$ cat config.mk
export PLATFORM = sky130hd
export DESIGN_NAME = supply_standby_ctrl
export DESIGN_NICKNAME = d
export VERILOG_FILES = /design/src/rtl/sby_pkg.sv /design/src/rtl/sby_edge_sense.sv /design/src/rtl/sby_mode_fsm.sv /design/src/rtl/supply_standby_ctrl.sv
export SDC_FILE = /design/constraint.sdc
export NUM_CORES = 1
export LEC_CHECK = 0
export ABC_AREA = 0
export CAP_MARGIN = 20
export CORE_AREA = 3 3 40 42
export CTS_BUF_LIST = sky130_fd_sc_hd__clkbuf_8
export DETAILED_ROUTE_END_ITERATION = 8
export DIE_AREA = 0 0 43 45
export SYNTH_ARGS = -nofsm -noshare
export SYNTH_HDL_FRONTEND = slang
export SYNTH_SLANG_ARGS = --single-unit
$ cat constraint.sdc
create_clock -name clk -period 2.8 [get_ports clk]
set_input_delay 0.28 -clock clk [delete_from_list [all_inputs] [get_ports clk]]
set_output_delay 0.28 -clock clk [all_outputs]
set_load 0.05 [all_outputs]
$ cat src/rtl/sby_pkg.sv
package sby_pkg;
    localparam int REG_W       = 8;
    localparam int PD_BIT      = 0;
    localparam int IGN_BIT     = 7;
    localparam int SYNC_STAGES = 2;
    localparam int N_SRC       = 2;
    localparam int SRC_IGN     = 0;
    localparam int SRC_BUS     = 1;

    typedef struct packed {
        logic reg_on;
        logic pd;
    } mode_st_t;
endpackage

$ cat src/rtl/sby_edge_sense.sv
module sby_edge_sense #(
    parameter int STAGES = 2
) (
    input  logic clk,
    input  logic rst_n,
    input  logic din,
    output logic rise
);
    typedef struct packed {
        logic [STAGES-1:0] sync;
        logic              prev;
    } edge_st_t;

    edge_st_t st_d, st_q;

    always_comb begin
        st_d      = st_q;
        st_d.sync = {st_q.sync[STAGES-2:0], din};
        st_d.prev = st_q.sync[STAGES-1];
    end

    always_ff @(posedge clk or negedge rst_n) begin
        if (!rst_n) st_q <= '0;
        else        st_q <= st_d;
    end

    assign rise = st_q.sync[STAGES-1] & ~st_q.prev;

    // a detected edge lasts one cycle
    p_rise_single_r10: assert property (@(posedge clk) disable iff (!rst_n)
        rise |=> !rise);
endmodule

$ cat src/rtl/sby_mode_fsm.sv
module sby_mode_fsm
    import sby_pkg::*;
(
    input  logic clk,
    input  logic rst_n,
    input  logic wr_en,
    input  logic wr_pd,
    input  logic wake,
    output logic reg_on,
    output logic pd
);
    mode_st_t st_d, st_q;

    always_comb begin
        st_d = st_q;
        if (wr_en) st_d.pd = wr_pd;
        if (wr_en && !wr_pd) st_d.reg_on = 1'b0;
        else if (wake)       st_d.reg_on = 1'b1;
    end

    always_ff @(posedge clk or negedge rst_n) begin
        if (!rst_n) st_q <= '0;
        else        st_q <= st_d;
    end

    assign reg_on = st_q.reg_on;
    assign pd     = st_q.pd;

    p_pd_standby_r2: assert property (@(posedge clk) disable iff (!rst_n)
        (wr_en && !wr_pd) |=> !reg_on);

    p_one_keeps_on_r3: assert property (@(posedge clk) disable iff (!rst_n)
        (reg_on && wr_en && wr_pd) |=> reg_on);

    p_pd_readback_r4: assert property (@(posedge clk) disable iff (!rst_n)
        wr_en |=> (pd == $past(wr_pd)));

    p_wake_source_r6: assert property (@(posedge clk) disable iff (!rst_n)
        $rose(reg_on) |-> $past(wake));

    p_write_wins_r8: assert property (@(posedge clk) disable iff (!rst_n)
        (wake && wr_en && !wr_pd) |=> !reg_on);
endmodule

$ cat src/rtl/supply_standby_ctrl.sv
module supply_standby_ctrl
    import sby_pkg::*;
(
    input  logic             clk,
    input  logic             supply_ok,
    input  logic             wr_en,
    input  logic [REG_W-1:0] wr_data,
    output logic [REG_W-1:0] rd_data,
    input  logic             ign_in,
    input  logic             bus_in,
    input  logic             bus_wake_opt,
    input  logic             clamp_opt,
    output logic             reg_en,
    output logic             clamp_en
);
    logic [N_SRC-1:0] src_in;
    logic [N_SRC-1:0] src_rise;
    logic             wake;
    logic             pd;
    logic             wr_unused;

    assign src_in[SRC_IGN] = ign_in;
    assign src_in[SRC_BUS] = bus_in;

    for (genvar g = 0; g < N_SRC; g++) begin : g_src
        sby_edge_sense #(.STAGES(SYNC_STAGES)) u_edge (
            .clk   (clk),
            .rst_n (supply_ok),
            .din   (src_in[g]),
            .rise  (src_rise[g])
        );
    end

    assign wake = src_rise[SRC_IGN] | (bus_wake_opt & src_rise[SRC_BUS]);

    sby_mode_fsm u_fsm (
        .clk    (clk),
        .rst_n  (supply_ok),
        .wr_en  (wr_en),
        .wr_pd  (wr_data[PD_BIT]),
        .wake   (wake),
        .reg_on (reg_en),
        .pd     (pd)
    );

    assign wr_unused = ^wr_data;

    always_comb begin
        rd_data          = '0;
        rd_data[PD_BIT]  = pd;
        rd_data[IGN_BIT] = ign_in & supply_ok;
    end

    assign clamp_en = clamp_opt & ~reg_en;

    p_clamp_excl_r9: assert property (@(posedge clk) disable iff (!supply_ok)
        reg_en |-> !clamp_en);

    p_bus_gated_r7: assert property (@(posedge clk) disable iff (!supply_ok)
        (!bus_wake_opt && !src_rise[SRC_IGN] && !reg_en) |=> !reg_en);
endmodule

Word level (Yosys, flattened, before mapping)
Index checks and enable logic that the tools add are counted.
{"block": "word_totals", "regBits": 8, "input_bits": 15, "out_inout_bits": 10}
{"block": "classes", "muxes": 2, "bitwise": 9, "reduce_logical": 3}
{"op": "1-bit AND", "count": 5}
{"op": "1-bit NOT", "count": 3}
{"op": "1-bit two-way mux", "count": 2}
{"op": "2-bit nonzero test", "count": 1}
{"op": "1-bit logical AND", "count": 1}
{"op": "1-bit logical NOT", "count": 1}
{"op": "1-bit OR", "count": 1}

Longest topological paths before layout
Gate-level depths: netlist of run 1.
{"block": "logic_depth", "word_depth": 6, "mapped_depth": 2, "mapped_depth_nobuf": 2}

Hierarchy
Synthesis of run 1 repeated with hierarchy kept, for this count alone.
{"block": "unflattened", "hier_cells": 25, "hier_area_um2": 331.6}
{"module": "sby_edge_sense", "n_inst": 2, "cells_each": 4, "area_each_um2": 88.8, "seq_area_each_um2": 75.1}
{"module": "sby_mode_fsm", "n_inst": 1, "cells_each": 6, "area_each_um2": 77.6, "seq_area_each_um2": 50.0}
{"module": "supply_standby_ctrl", "n_inst": 1, "cells_each": 11, "area_each_um2": 76.3, "seq_area_each_um2": 0.0}

Worst setup path after synthesis of run 1
No wires, ideal clock.
{"block": "synth_timing", "path_type": "register to output", "startpoint": "reg u_fsm.st_q, in the netlist u_fsm.reg_on", "endpoint": "out clamp_en", "t_arrival_ns": 1.329, "t_required_ns": 2.520, "path_slack_ns": 1.191, "stages_incl_launch_ff": 2, "n_path_buf": 0, "cell_sequence": "dfrtp_1 > nor2b_1"}
{"block": "synth_via", "elab_chain_len": 2}
{"element": "start: declaration", "line_no": "sby_mode_fsm.sv:12", "rtl": "mode_st_t st_d, st_q;"}
{"element": "start signal: assignment", "line_no": "sby_mode_fsm.sv:23", "rtl": "else st_q <= st_d;"}
{"element": "1-bit NOT", "line_no": "supply_standby_ctrl.sv:54", "rtl": "assign clamp_en = clamp_opt & ~reg_en;"}
{"element": "1-bit AND", "line_no": "supply_standby_ctrl.sv:54"}
{"element": "end: declaration", "line_no": "supply_standby_ctrl.sv:14", "rtl": "output logic clamp_en"}
Every way passes these cells.

Worst setup path in the final report of run 1
{"block": "layout_timing", "startpoint": "in ign_in", "endpoint": "out rd_data[7]"}
{"block": "layout_via", "elab_chain_len": 1}
{"element": "start: declaration", "line_no": "supply_standby_ctrl.sv:9", "rtl": "input logic ign_in,"}
{"element": "1-bit AND", "line_no": "supply_standby_ctrl.sv:51", "rtl": "rd_data[IGN_BIT] = ign_in & supply_ok;"}
{"element": "end: declaration", "line_no": "supply_standby_ctrl.sv:8", "rtl": "output logic [REG_W-1:0] rd_data,"}
Every way passes these cells.

==> results of run 1 <==
logic make-up (layout without fill, tap and decap cells):
group | count (synthesis) | count (layout) | synth area share [%]
DFF | 8 | 8 | 64.8
muxes | 1 | 1 | 3.64
buffers and inverters | 8 | 16 | 18.2
and+or+nand+nor | 4 | 4 | 8.91
other | 1 | 6 | 1.21
AOI/OAI and AO/OA | 1 | 1 | 3.24
layout by cell type (no fill, tap or decap):
master and count:
buf_4 1, dfrtp_1 8, clkdlybuf4s50_1 11, and2_1 1
clkbuf_8 3, inv_1 1, nor2b_1 2, and3b_1 1
conb_1 6, o32a_1 1, mux2_2 1
sequential cells by signal (all words and copies together) (netlist names):
signal	cells
g_src.u_edge.st_d	4
g_src.u_edge.st_q	2
u_fsm.pd	1
u_fsm.reg_on	1
metrics by stage:
stage	setup WS (ns)	hold slack [ns]	total power (uW)	area [um2]
2_1_floorplan	1.19	-0.0156	179	328
3_3_place_gp	0.854	0.335	194	412
3_5_place_dp	0.852	0.343	195	412
4_1_cts	0.843	0.354	330	453
5_1_grt	0.810	0.359	342	453
6_report	0.856	0.350	324	453
power groups by stage:
stage	logic (uW)	registers (uW)	clock network, uW
final	65.9	127	131
after global placement	65.7	128	0
after global routing	68.9	128	145
after detailed placement	66.2	129	0
after CTS	66.4	127	136
after floorplan	44.6	134	0
worst max-delay path, stage by stage:
cell,delay (ns)
clkdlybuf4s50_1,0.47
and2_1,0.12
clkdlybuf4s50_1,0.79
routing by layer:
metal,GRT usage (%),part of all wire (%),up-vias
met5,0,0,-
met4,3.61,0,0
met3,5.18,18,0
met2,6.59,42,16
met1,5.00,39,89
li1,-,-,85
cell type report:
| class | count | area [um2] |
|---|---|---|
| multi-input cells | 12 | 71.3 |
| clock buffers | 3 | 41.3 |
| repair buffers | 12 | 118 |
| well taps | 15 | 18.8 |
| flip-flops and latches | 8 | 200 |
| fillers | 131 | 832 |
| inverters | 1 | 3.75 |
final timing paths:
path | from | endpoint | slack, ns | depth (start not counted)
max in group asynchronous | supply_ok | u_fsm.pd | 2.32 | 2
worst min-delay path | g_src[0].u_edge.st_d[2] | g_src[0].u_edge.st_d[0] | 0.35 | 0
worst min register to register | g_src[0].u_edge.st_d[2] | g_src[0].u_edge.st_d[0] | 0.35 | 0
worst max register to register | g_src[1].u_edge.st_d[0] | u_fsm.reg_on | 1.83 | 2
worst max-delay path | ign_in | rd_data[7] | 0.86 | 3
min in group asynchronous | supply_ok | g_src[1].u_edge.st_q[0] | 0.36 | 2
==> impl_metrics.env, run 1 <==
export IMPL_status="completed"
export IMPL_fin_crit_sh_pct=69.4
export IMPL_yosysMostFrequentCell="dfrtp_1"
export IMPL_fin_setup_tns_ns=0
export IMPL_critical_path_class="primary input to output pin"
export IMPL_power_frac_clock_pct=40.5
export IMPL_drc_errors=0
export IMPL_yosys_most_used_dff="dfrtp_1"
export IMPL_drtPass1Iterations=1
export IMPL_cts_max_level=1
export IMPL_via_count=190
export IMPL_p_seq_share_pct=39.2
export IMPL_synthTopCellsByArea="dfrtp_1, buf_4, nor2b_1"
export IMPL_portBuffers=11
export IMPL_max_cap_viol_count=0
export IMPL_synth_cell_types=9
export IMPL_ir_drop_v=0.000270
export IMPL_die_y_um=45
export IMPL_grt_pass1_vias=162
export IMPL_place_congestion=0.663
export IMPL_n_antenna_cell=0
export IMPL_synth_seq_area_share_pct=64.8
export IMPL_drt_iter0_markers=0
export IMPL_hold_viol=0
export IMPL_fin_cells=51
export IMPL_synthDominantAreaCellType="dfrtp_1"
export IMPL_wl_um=439
export IMPL_crit_arrival_ns=1.66
export IMPL_area_delta_synth_final_pct=46.6
export IMPL_grt_max_degree=9
export IMPL_synth_edf_count=0
export IMPL_cts_buffers_inserted=3
export IMPL_yosysTopAreaCellShare_pct=64.8
export IMPL_sw_frac_of_total_pct=26.4
export IMPL_critical_path_peak_fanout=2
export IMPL_postCtsSetupRepairBufs=0
export IMPL_clock_tree_buffer_depth=2
export IMPL_hold_buffers=0
export IMPL_intPower_uw=239
export IMPL_core_um2=1280
export IMPL_overflow=0
export IMPL_cts_root_buf="clkbuf_8"
export IMPL_yosys_warnings=0
export IMPL_antenna_found_initial=0
export IMPL_p_per_area_nw_per_um2=716
export IMPL_power_switching_uw=85.7
export IMPL_grt_pass1_wl_um=641
export IMPL_comb_power_share_pct=20.3
export IMPL_slew_headroom_pct=66.9
export IMPL_worstSetupStartpointType="primary input"
export IMPL_synthTopCellsByCount="dfrtp_1, buf_4, nor2b_1"
export IMPL_rows=13
export IMPL_clkTransAtPathRegs_ns=0.04
export IMPL_track_usage_pct=5.14
export IMPL_worstSkewPairLatency_ns=0.22
export IMPL_avgSynthCellArea_um2=13.4
export IMPL_dpl_cell_count=48
export IMPL_required_ns=2.52
export IMPL_worstHoldPathType="flop to flop"
export IMPL_drtAntennaViolNets=0
export IMPL_syn_inst=23
export IMPL_p_leak_uw=0.000207
export IMPL_cts_resized=0
export IMPL_wire_per_inst_um=8.61
export IMPL_fmax_mhz=514
export IMPL_finalSetupViolations=0
export IMPL_min_period_ns=1.94
export IMPL_post_route_util_pct=35.2
export IMPL_fp_dieW_um=43
export IMPL_initial_core_util_pct=24.1
export IMPL_rsz0062_at_grt="no"
export IMPL_cts_tree="built"
export IMPL_synth_area_um2=309
export IMPL_cts_sinks=8
export IMPL_drv_slew=0
export IMPL_worst_setup_path_end_kind="output pin"
export IMPL_layout_nets=53
export IMPL_worst_clock_skew_ns=0.00359
export IMPL_io_pin_count=25
export IMPL_tightest_slew_ns=0.495
export IMPL_asyncSetResetFlopFracSynth_pct=100
export IMPL_die_area_um2=1940
export IMPL_drive_gt1_share_pct=13.9
export IMPL_via_per_inst=3.73
export IMPL_ys_ff_latch=8
No activity file was read; power rests on OpenSTA's default activity.
==> run 2, diff against run 1 <==
==> constraint.sdc (replaced) <==
create_clock -name clk -period 2 [get_ports clk]
set_input_delay 0.2 -clock clk [delete_from_list [all_inputs] [get_ports clk]]
set_output_delay 0.2 -clock clk [all_outputs]
set_load 0.05 [all_outputs]
==> impl_metrics.env, run 2 (same netlist as run 1, synthesis figures left out) <==
export IMPL_status="completed"
export IMPL_worst_setup_path_end_kind="output pin"
export IMPL_clock_tree_buffer_depth=2
export IMPL_grt_max_degree=9
export IMPL_die_area_um2=1940
export IMPL_p_leak_uw=0.000213
export IMPL_rows=13
export IMPL_drtAntennaViolNets=0
export IMPL_antenna_found_initial=0
export IMPL_grt_pass1_wl_um=752
export IMPL_hold_buffers=0
export IMPL_drive_gt1_share_pct=19.4
export IMPL_place_congestion=0.664
export IMPL_crit_arrival_ns=1.39
export IMPL_finalSetupViolations=0
export IMPL_slowest_delay_ns=0.81
export IMPL_cp_cell_sequence="clkdlybuf4s50_1"
export IMPL_clkTransAtPathRegs_ns=0.04
export IMPL_max_cap_viol_count=0
export IMPL_wire_per_inst_um=8.92
export IMPL_via_per_inst=3.67
export IMPL_hold_viol=0
export IMPL_worstSetupStartpointType="flop"
export IMPL_rsz0062_at_grt="no"
export IMPL_drt_iter0_markers=0
export IMPL_fin_setup_tns_ns=0
export IMPL_ir_drop_v=0.000327
export IMPL_min_period_ns=1.59
export IMPL_portBuffers=11
export IMPL_fin_hold_ws_ns=0.284
export IMPL_layout_commonest_cell="clkdlybuf4s50_1"
export IMPL_critical_path_class="flop to output pin"
export IMPL_cts_buffers_inserted=3
export IMPL_io_pin_count=25
export IMPL_fin_crit_sh_pct=79.5
export IMPL_die_y_um=45
export IMPL_cts_resized=0
export IMPL_area_delta_synth_final_pct=49.0
export IMPL_drv_slew=0
export IMPL_p_per_area_nw_per_um2=993
export IMPL_fp_dieW_um=43
export IMPL_cts_root_buf="clkbuf_8"
export IMPL_fmax_mhz=629
export IMPL_drtPass1Iterations=1
export IMPL_overflow=0
export IMPL_layout_nets=53
export IMPL_critPathTopFamily="buffers and inverters"
export IMPL_initial_core_util_pct=24.1
export IMPL_final_cell_mix="clkdlybuf4s50_1, dfrtp_1, conb_1, clkbuf_8"
export IMPL_n_antenna_cell=0
export IMPL_critical_path_peak_fanout=3
export IMPL_worstSkewPairLatency_ns=0.22
export IMPL_critPathSlowestCell="clkdlybuf4s50_1"
export IMPL_via_count=187
export IMPL_core_um2=1280
export IMPL_path_buf_inv=1
export IMPL_post_route_util_pct=35.8
export IMPL_dp_hpwl_um=366
export IMPL_postCtsSetupRepairBufs=0
export IMPL_wl_um=455
export IMPL_worst_clock_skew_ns=0.000160
export IMPL_track_usage_pct=5.82
export IMPL_cts_sinks=8
export IMPL_drc_errors=0
export IMPL_largest_reg_flops=4
export IMPL_grt_pass1_vias=188
export IMPL_cts_max_level=1
export IMPL_cts_tree="built"
export IMPL_worstHoldPathType="primary input to async pin"
export IMPL_required_ns=1.80
[run 2: changes by cell type in the layout (fill, tap and decap cells not counted)]
| cell | before | now |
|---|---|---|
| clkdlybuf4s50_1 | 11 | 9 |
| buf_4 | 1 | 2 |
| buf_12 | 0 | 1 |
[run 2: power by group]
part           switching [uW]  total, uW  internal (uW)
clock                    55.4        185            130
combinational            61.8       94.6           32.8
sequential               4.46        178            173
total                     122        457            336
[run 2: layout make-up]
class | count | area, um2
Clock buffer | 3 | 41.3
Fill cell | 131 | 825
Inverter | 1 | 3.75
Timing Repair Buffer | 12 | 125
Tap cell | 15 | 18.8
Multi-Input combinational cell | 12 | 71.3
Sequential cell | 8 | 200
[run 2: through the flow]
stage               total power [uW]  cell area (um2)  cells  setup slack (ns)
floorplan                        250              328     28             0.471
finish                           457              460     51             0.409
CTS                              467              460     51             0.395
global route                     481              460     51             0.369
detailed placement               275              419     48             0.637
global placement                 274              419     48             0.648
[run 2: path summary, 6_finish.rpt]
| check | startpoint | endpoint | slack [ns] | cells after the start |
|---|---|---|---|---|
| min in group clk | g_src[1].u_edge.st_d[2] | g_src[1].u_edge.st_d[0] | 0.34 | 0 |
| max in group asynchronous | supply_ok | g_src[1].u_edge.st_q[0] | 1.59 | 2 |
| max reg2reg | g_src[1].u_edge.st_d[0] | u_fsm.reg_on | 1.04 | 2 |
| min | supply_ok | g_src[0].u_edge.st_d[2] | 0.28 | 2 |
| max | u_fsm.reg_on | reg_en | 0.41 | 1 |
| min reg2reg | g_src[1].u_edge.st_d[2] | g_src[1].u_edge.st_d[0] | 0.34 | 0 |
[run 2: routing by layer]
metal	global-route usage [%]	share of wire, %	wire, um
met5	0	0	0
met4	7.23	0	0
met3	3.19	18	80
met2	7.49	44	202
met1	6.00	38	172
==> run 3, diff against run 2 <==
==> constraint.sdc (replaced) <==
create_clock -name clk -period 1.5 [get_ports clk]
set_input_delay 0.15 -clock clk [delete_from_list [all_inputs] [get_ports clk]]
set_output_delay 0.15 -clock clk [all_outputs]
set_load 0.05 [all_outputs]
==> impl_metrics.env, run 3 (same netlist as run 1, synthesis figures left out) <==
export IMPL_hold_viol=0
export IMPL_fin_setup_tns_ns=0
export IMPL_via_per_inst=3.65
export IMPL_fin_crit_sh_pct=76.1
export IMPL_required_ns=1.35
export IMPL_reg2reg_depth=2
export IMPL_drtAntennaViolNets=0
export IMPL_p_leak_uw=0.000219
export IMPL_postCtsSetupRepairBufs=0
export IMPL_fillers=128
export IMPL_worst_setup_path_end_kind="output pin"
export IMPL_ir_drop_v=0.000708
export IMPL_clkTransAtPathRegs_ns=0.04
export IMPL_worst_clock_skew_ns=0.000677
export IMPL_r2r_end="u_fsm.reg_on"
export IMPL_critical_path_peak_fanout=3
export IMPL_largest_reg_flops=4
export IMPL_p_per_area_nw_per_um2=1310
export IMPL_rrSetupSlack_ns=0.54
export IMPL_multi_input_area_um2=71.3
export IMPL_grt_max_degree=9
export IMPL_n_antenna_cell=0
export IMPL_max_cap_viol_count=0
export IMPL_die_area_um2=1940
export IMPL_min_period_ns=1.14
export IMPL_core_um2=1280
export IMPL_cts_tree="built"
export IMPL_layout_commonest_cell="dfrtp_1"
export IMPL_cts_buffers_inserted=3
export IMPL_cp_cell_sequence="nor2b_1, buf_12"
export IMPL_area_delta_synth_final_pct=51.4
export IMPL_wl_um=453
export IMPL_status="completed"
export IMPL_drv_slew=0
export IMPL_grt_pass1_vias=159
export IMPL_layout_area_seq_um2=200
export IMPL_crit_arrival_ns=0.99
export IMPL_cts_sinks=8
export IMPL_initial_core_util_pct=24.1
export IMPL_worstSetupStartpointType="flop"
export IMPL_hold_buffers=0
export IMPL_drc_errors=0
export IMPL_antenna_found_initial=0
export IMPL_wire_per_inst_um=8.88
export IMPL_place_congestion=0.662
export IMPL_critical_path_class="flop to output pin"
export IMPL_grt_pass1_wl_um=634
export IMPL_rows=13
export IMPL_io_pin_count=25
export IMPL_portBuffers=11
export IMPL_via_count=186
export IMPL_layout_nets=53
export IMPL_fin_hold_ws_ns=0.227
export IMPL_slowest_delay_ns=0.39
export IMPL_drive_gt1_share_pct=25.0
export IMPL_final_cell_mix="dfrtp_1, clkdlybuf4s50_1, conb_1, clkbuf_8, buf_4"
export IMPL_clock_tree_buffer_depth=2
export IMPL_worstHoldPathType="primary input to async pin"
export IMPL_cts_root_buf="clkbuf_8"
export IMPL_finalSetupViolations=0
export IMPL_drt_iter0_markers=0
export IMPL_reg2reg_from="g_src[1].u_edge.st_d[0]"
export IMPL_worstSkewPairLatency_ns=0.22
export IMPL_rsz0062_at_grt="no"
export IMPL_cts_resized=0
export IMPL_track_usage_pct=5.15
export IMPL_fmax_mhz=876
export IMPL_drtPass1Iterations=1
export IMPL_overflow=0
export IMPL_cts_max_level=1
export IMPL_critPathSlowestCell="dfrtp_1"
export IMPL_fp_dieW_um=43
export IMPL_die_y_um=45
## run 3: worst max-delay path, delay by kind of cell, from the launching register on
family                 cells  cell delay [ns]
buffers and inverters      1             0.17
DFF                        1             0.39
and+or+nand+nor            1             0.21
## run 3: worst max path at each step
stage,startpoint,depth (start not counted),slack (ns),endpoint
6_report,u_fsm.reg_on,2,0.36,clamp_en
5_1_grt,u_fsm.reg_on,2,0.31,clamp_en
4_1_cts,u_fsm.reg_on,2,0.34,clamp_en
3_5_place_dp,bus_wake_opt,3,0.32,u_fsm.reg_on
3_3_place_gp,bus_wake_opt,3,0.34,u_fsm.reg_on
2_1_floorplan,u_fsm.reg_on,1,0.02,clamp_en
## run 3: through the flow
step / cells / area (um2) / total power, uW / utilization (%) / worst slack, ns
3_3_place_gp: 48 / 427 / 370 / 33.2 / 0.338
4_1_cts: 51 / 468 / 627 / 36.4 / 0.338
3_5_place_dp: 48 / 427 / 372 / 33.2 / 0.317
2_1_floorplan: 28 / 328 / 333 / - / 0.0209
6_report: 51 / 468 / 611 / 36.4 / 0.359
5_1_grt: 51 / 468 / 640 / 36.4 / 0.311
## run 3: area by class of cell
class	instances	area share, %
Sequential cell	8	42.8
Timing Repair Buffer	12	28.3
Multi-Input combinational cell	12	15.2
Clock buffer	3	8.82
Tap cell	15	4.01
Inverter	1	0.802
## run 3: power breakdown
group | total [uW] | switching, uW | internal, uW
Combinational | 131 | 83.7 | 47.2
Sequential | 237 | 6.15 | 231
Clock | 243 | 70.7 | 173
## run 3: layer usage
metal  track usage [%]  up-vias  routed length (um)
li1                  -       86                   -
met1              5.53       82                 190
met2              5.99       16                 178
met3              2.79        2                  75
met4              7.23        0                   8
met5                 0        -                   0
